<file path="src/rtl/cgc_pkg.sv">
package cgc_pkg;

  typedef enum logic [1:0] {
    CGC_IDLE = 2'd0,
    CGC_ON   = 2'd1,
    CGC_ARM  = 2'd2
  } cgc_state_e;

  function automatic int cgc_max(input int a, input int b);
    return (a > b) ? a : b;
  endfunction

endpackage

</file>
<file path="src/rtl/cgc_edge.sv">
module cgc_edge #(
  parameter int WIDTH = 1
) (
  input  logic             clk,
  input  logic             rst,
  input  logic [WIDTH-1:0] sig_in,
  output logic [WIDTH-1:0] rise
);

  logic [WIDTH-1:0] sig_q;

  always_ff @(posedge clk) begin
    if (rst) sig_q <= '0;
    else     sig_q <= sig_in;
  end

  assign rise = sig_in & ~sig_q;

endmodule

</file>
<file path="src/rtl/cgc_ext_latch.sv">
module cgc_ext_latch (
  input  logic clk,
  input  logic rst,
  input  logic arm,
  output logic active
);

  always_ff @(posedge clk) begin
    if (rst)      active <= 1'b0;
    else if (arm) active <= 1'b1;
  end

endmodule

</file>
<file path="src/rtl/cgc_ontime.sv">
module cgc_ontime #(
  parameter int BLANK_TICKS = 8,
  parameter int SHORT_TICKS = 20
) (
  input  logic clk,
  input  logic rst,
  input  logic load,
  input  logic run,
  output logic blank_done,
  output logic short_hit
);

  import cgc_pkg::*;

  localparam int CNT_MAX = cgc_max(BLANK_TICKS, SHORT_TICKS) + 1;
  localparam int CNT_W   = $clog2(CNT_MAX + 1);
  localparam logic [CNT_W-1:0] MAX_C   = CNT_W'(CNT_MAX);
  localparam logic [CNT_W-1:0] SHORT_C = CNT_W'(SHORT_TICKS);

  logic [CNT_W-1:0] cnt;

  // cnt holds the number of periods the gate has been high, seen at an edge
  always_ff @(posedge clk) begin
    if (rst)                     cnt <= '0;
    else if (load)               cnt <= CNT_W'(1);
    else if (run && cnt != MAX_C) cnt <= cnt + CNT_W'(1);
  end

  generate
    if (BLANK_TICKS == 0) begin : g_noblank
      assign blank_done = 1'b1;
    end else begin : g_blank
      localparam logic [CNT_W-1:0] BLANK_C = CNT_W'(BLANK_TICKS);
      assign blank_done = (cnt >= BLANK_C);
    end
  endgenerate

  assign short_hit = (cnt < SHORT_C);

endmodule

</file>
<file path="src/rtl/cgc_fsm.sv">
module cgc_fsm (
  input  logic clk,
  input  logic rst,
  input  logic start,
  input  logic en_fb,
  input  logic dmax,
  input  logic ilim_trip,
  input  logic ext_active,
  input  logic force_off,
  input  logic blank_done,
  input  logic short_hit,
  output logic gate,
  output logic en_strobe,
  output logic short_on,
  output logic load
);

  import cgc_pkg::*;

  cgc_state_e state, state_n;
  logic gate_n, short_n, ends;

  assign ends = force_off || start || (ilim_trip && blank_done) || (!dmax && !ext_active);

  always_comb begin
    state_n = state;
    gate_n  = gate;
    short_n = short_on;
    load    = 1'b0;
    unique case (state)
      CGC_IDLE: begin
        if (start && en_fb && !force_off) begin
          state_n = CGC_ON;
          gate_n  = 1'b1;
          load    = 1'b1;
        end
      end
      CGC_ON: begin
        if (ends) begin
          gate_n  = 1'b0;
          short_n = short_hit;
          state_n = (start && en_fb && !force_off) ? CGC_ARM : CGC_IDLE;
        end
      end
      CGC_ARM: begin
        if (force_off) begin
          state_n = CGC_IDLE;
        end else begin
          state_n = CGC_ON;
          gate_n  = 1'b1;
          load    = 1'b1;
        end
      end
      default: begin
        state_n = CGC_IDLE;
        gate_n  = 1'b0;
      end
    endcase
  end

  always_ff @(posedge clk) begin
    if (rst) begin
      state     <= CGC_IDLE;
      gate      <= 1'b0;
      short_on  <= 1'b0;
      en_strobe <= 1'b0;
    end else begin
      state     <= state_n;
      gate      <= gate_n;
      short_on  <= short_n;
      en_strobe <= start && en_fb;
    end
  end

endmodule

</file>
<file path="src/rtl/cycle_gate_ctrl.sv">
module cycle_gate_ctrl #(
  parameter int BLANK_TICKS = 8,
  parameter int SHORT_TICKS = 20
) (
  input  logic clk,
  input  logic rst,
  input  logic cyc_start,
  input  logic dmax,
  input  logic en_fb,
  input  logic ilim_trip,
  input  logic reg_ok,
  input  logic force_off,
  output logic gate,
  output logic en_strobe,
  output logic short_on
);

  logic start, ext_active, blank_done, short_hit, load;

  cgc_edge #(.WIDTH(1)) u_edge (
    .clk(clk), .rst(rst), .sig_in(cyc_start), .rise(start)
  );

  cgc_ext_latch u_ext (
    .clk(clk), .rst(rst), .arm(reg_ok), .active(ext_active)
  );

  cgc_ontime #(.BLANK_TICKS(BLANK_TICKS), .SHORT_TICKS(SHORT_TICKS)) u_ontime (
    .clk(clk), .rst(rst), .load(load), .run(gate),
    .blank_done(blank_done), .short_hit(short_hit)
  );

  cgc_fsm u_fsm (
    .clk(clk), .rst(rst), .start(start), .en_fb(en_fb), .dmax(dmax),
    .ilim_trip(ilim_trip), .ext_active(ext_active), .force_off(force_off),
    .blank_done(blank_done), .short_hit(short_hit),
    .gate(gate), .en_strobe(en_strobe), .short_on(short_on), .load(load)
  );

endmodule

</file>
<file path="config.mk">
export PLATFORM = sky130hd
export DESIGN_NAME = cycle_gate_ctrl
export DESIGN_NICKNAME = d
export VERILOG_FILES = /design/src/rtl/cgc_pkg.sv /design/src/rtl/cgc_edge.sv /design/src/rtl/cgc_ext_latch.sv /design/src/rtl/cgc_ontime.sv /design/src/rtl/cgc_fsm.sv /design/src/rtl/cycle_gate_ctrl.sv
export SDC_FILE = /design/constraint.sdc
export NUM_CORES = 1
export LEC_CHECK = 0
export BUFFER_PORTS_ARGS = -buffer_cell sky130_fd_sc_hd__buf_2
export CORE_AREA = 2 2 39 41
export DETAILED_ROUTE_END_ITERATION = 12
export DIE_AREA = 0 0 41 43
export PLACE_DENSITY = 0.72
export RECOVER_POWER = 100
export SYNTH_ARGS = -nofsm -noshare
export SYNTH_HDL_FRONTEND = slang
export SYNTH_HIERARCHICAL = 1
export SYNTH_SLANG_ARGS = --single-unit
</file>
<file path="constraint.sdc">
create_clock -name clk -period 3.19 [get_ports clk]
set_input_delay 0.4785 -clock clk [delete_from_list [all_inputs] [get_ports clk]]
set_output_delay 0.4785 -clock clk [all_outputs]
set_load 0.005 [all_outputs]
</file>
==> results.txt <==
Hold Violations, Final = 0
fmax = 0.722 GHz
initial core utilization = 43.8%
slowest cell on the critical path = dfxtp_1
Syn Nets = 77
CP required = 2710 ps
# hold bufs at CTS = 0
Setup CP Type = flip-flop to output pin
Finished Cell Area = 693 um2
setup TNS = 0 ps
fill count = 136
DRC = 0
Routed WL = 1110 um
Final ANT Viol Nets = 0
DR vias = 531
Die H = 43 um
sequential share of the synthesized area = 39.7%
crit path capture type = output pin
worst hold path endpoint = u_fsm/state[1]
Post-synth EDFFs = 0
HP Start = force_off
max cap viols = 0
LEAKAGE = 0.285 nW
Worst setup SP type = flip-flop
count leader, synth = dfxtp_1
register cell area after layout = 240 um2
crit-path max FO = 9
Chip Width = 41 um
footprint of the multi-input gates = 323 um2
post-synth top area share = 39.7%
worst path bufs/invs = 1
fin nets = 92
largest area contributor in the netlist = dfxtp_1
largest cells by area after synthesis = dfxtp_1, ha_1, nor2b_4
CTS tree = yes
Worst path max stage delay = 490 ps
Die Area = 1760 um2
largest net degree at the start of global routing = 14
DP Wirelength = 789 um
Root Driver = clkbuf_4
Area growth, synth to finish = 14.5%
Overflow after GRT = 0
first-pass GRT wire length = 1810 um
Routed WL per cell = 11.6 um
pins over their slew limit = 0
DRT iter0 DRCs = 11
status = complete, no violations
vias in the first global route = 463
Hold Crit Class = input pin to flip-flop
worst skew pair latency = 270 ps
cell row count = 14
critical-path cell list = clkbuf_1
Bufs on Longest Clock Path = 2
Post-DP Area = 676 um2
hold depth = 2
CP top delay family = flip-flops
WP data arrival = 910 ps
gr usage total = 15.0%
vias per std cell = 5.53
placer congestion estimate = 0.672
drt first pass iters = 4
synth cell count leaders = dfxtp_1, inv_1, a21oi_1
area of the core = 1380 um2
Inserted Clock Buffers = 3
reg2reg path depth = 4
FF-to-FF End = u_fsm/gate
FFs w/ async S/R, synth = 0%
Slew @ Worst Pin = 588 ps
input/output buffers = 10
Power Density = 439 nW/um2
Yosys reg bits = 12
Slew HR = 60.8%
Peak VDD IR = 303 uV
post-cts resize count = 0
clk_skew = 0.521 ps
initial antenna violation count = 0
Sink Count = 12
H-tree levels = 1
CTS clock-pin slew for the worst setup and hold paths = 80 ps
R2R Path Start = u_ontime/cnt[4]
n_diodes = 0
Synth Area per Inst = 9.18 um2
mapped cell area = 606 um2
count of distinct cell types in the synthesized netlist = 27
min Tclk post-route = 1380 ps
RSZ-0062 raised after global routing = no
IO Count = 11
Setup Buffers After CTS = 0
setup violators final = 0
Reg2Reg Setup Slack = 1850 ps
Period Utilization, post-route = 43.4%
layout cells sized above 1 = 20.0%
post-synthesis cell count = 66
YS warnings = 6
Primary FF master, synth = dfxtp_1
-- state kept, by name, indices dropped and copies added (netlist names) --
register,count
u_ext/active,1
u_fsm/gate,1
u_ontime/cnt,5
u_fsm/state,2
u_edge/sig_q,1
u_fsm/en_strobe,1
u_fsm/short_on,1
-- report_power, final --
| group | total, mW | switching (mW) | internal [mW] | leakage [nW] |
|---|---|---|---|---|
| clock network | 0.119 | 0.0496 | 0.0693 | 0.0210 |
| registers | 0.159 | 0.00461 | 0.155 | 0.0978 |
| logic | 0.0264 | 0.0138 | 0.0126 | 0.166 |
-- worst max path at each step --
stage               startpoint              end  slack, ps  cells past startpoint
floorplan            cyc_start       u_fsm/gate       1860                      4
global placement     cyc_start  u_ontime/cnt[0]       1720                      6
detailed placement   cyc_start  u_ontime/cnt[0]       1700                      6
CTS                 u_fsm/gate             gate       1780                      1
global route        u_fsm/gate             gate       1740                      1
finish              u_fsm/gate             gate       1810                      1
-- layout make-up --
| cell class | count | area share [%] |
|---|---|---|
| Inverter | 7 | 3.79 |
| Sequential cell | 12 | 34.7 |
| Tap cell | 16 | 2.89 |
| Clock buffer | 4 | 5.23 |
| Multi-Input combinational cell | 47 | 46.6 |
| Timing Repair Buffer | 10 | 6.86 |
-- cell families (layout without fill, tap and decap cells) --
logic type      after synthesis  count (layout)  synth area share (%)
xor+xnor                      1               1                  1.45
buf+inv                       7              21                  4.34
simple gates                 28              28                  29.5
flops                        12              12                  39.7
compound gates               15              15                  18.8
fa+ha+maj                     3               3                  6.20
-- metrics by stage --
step | power [mW] | utilization (%) | worst slack (ps) | cells | hold slack (ps)
global placement | 0.190 | 48.8 | 1720 | 92 | 449
floorplan | 0.179 | - | 1860 | 66 | 442
detailed placement | 0.191 | 48.8 | 1700 | 92 | 459
CTS | 0.311 | 51.4 | 1780 | 96 | 389
global route | 0.319 | 50.1 | 1740 | 96 | 392
finish | 0.304 | 50.1 | 1810 | 96 | 394
-- cells in the final DEF, fill, tap and decap left out, types with 2 or more instances in the layout --
master	n
nand2b_1	2
or2_2	2
clkbuf_1	2
inv_1	7
nand2_1	4
nor4_1	2
nor2_1	2
a21oi_1	5
nand4_1	4
nor2b_4	2
nor3_1	2
a211oi_1	2
nand3_1	4
o21ai_0	2
ha_1	3
clkbuf_4	3
buf_2	8
dfxtp_1	12
-- metal layers --
layer	wire (um)	global-route usage (%)	vias up
met5	0	0	-
met4	12	10.0	0
met3	51	1.57	2
met2	503	22.5	14
met1	545	19.1	244
li1	-	-	271
Note: power is estimated with default switching activity, not from simulation.
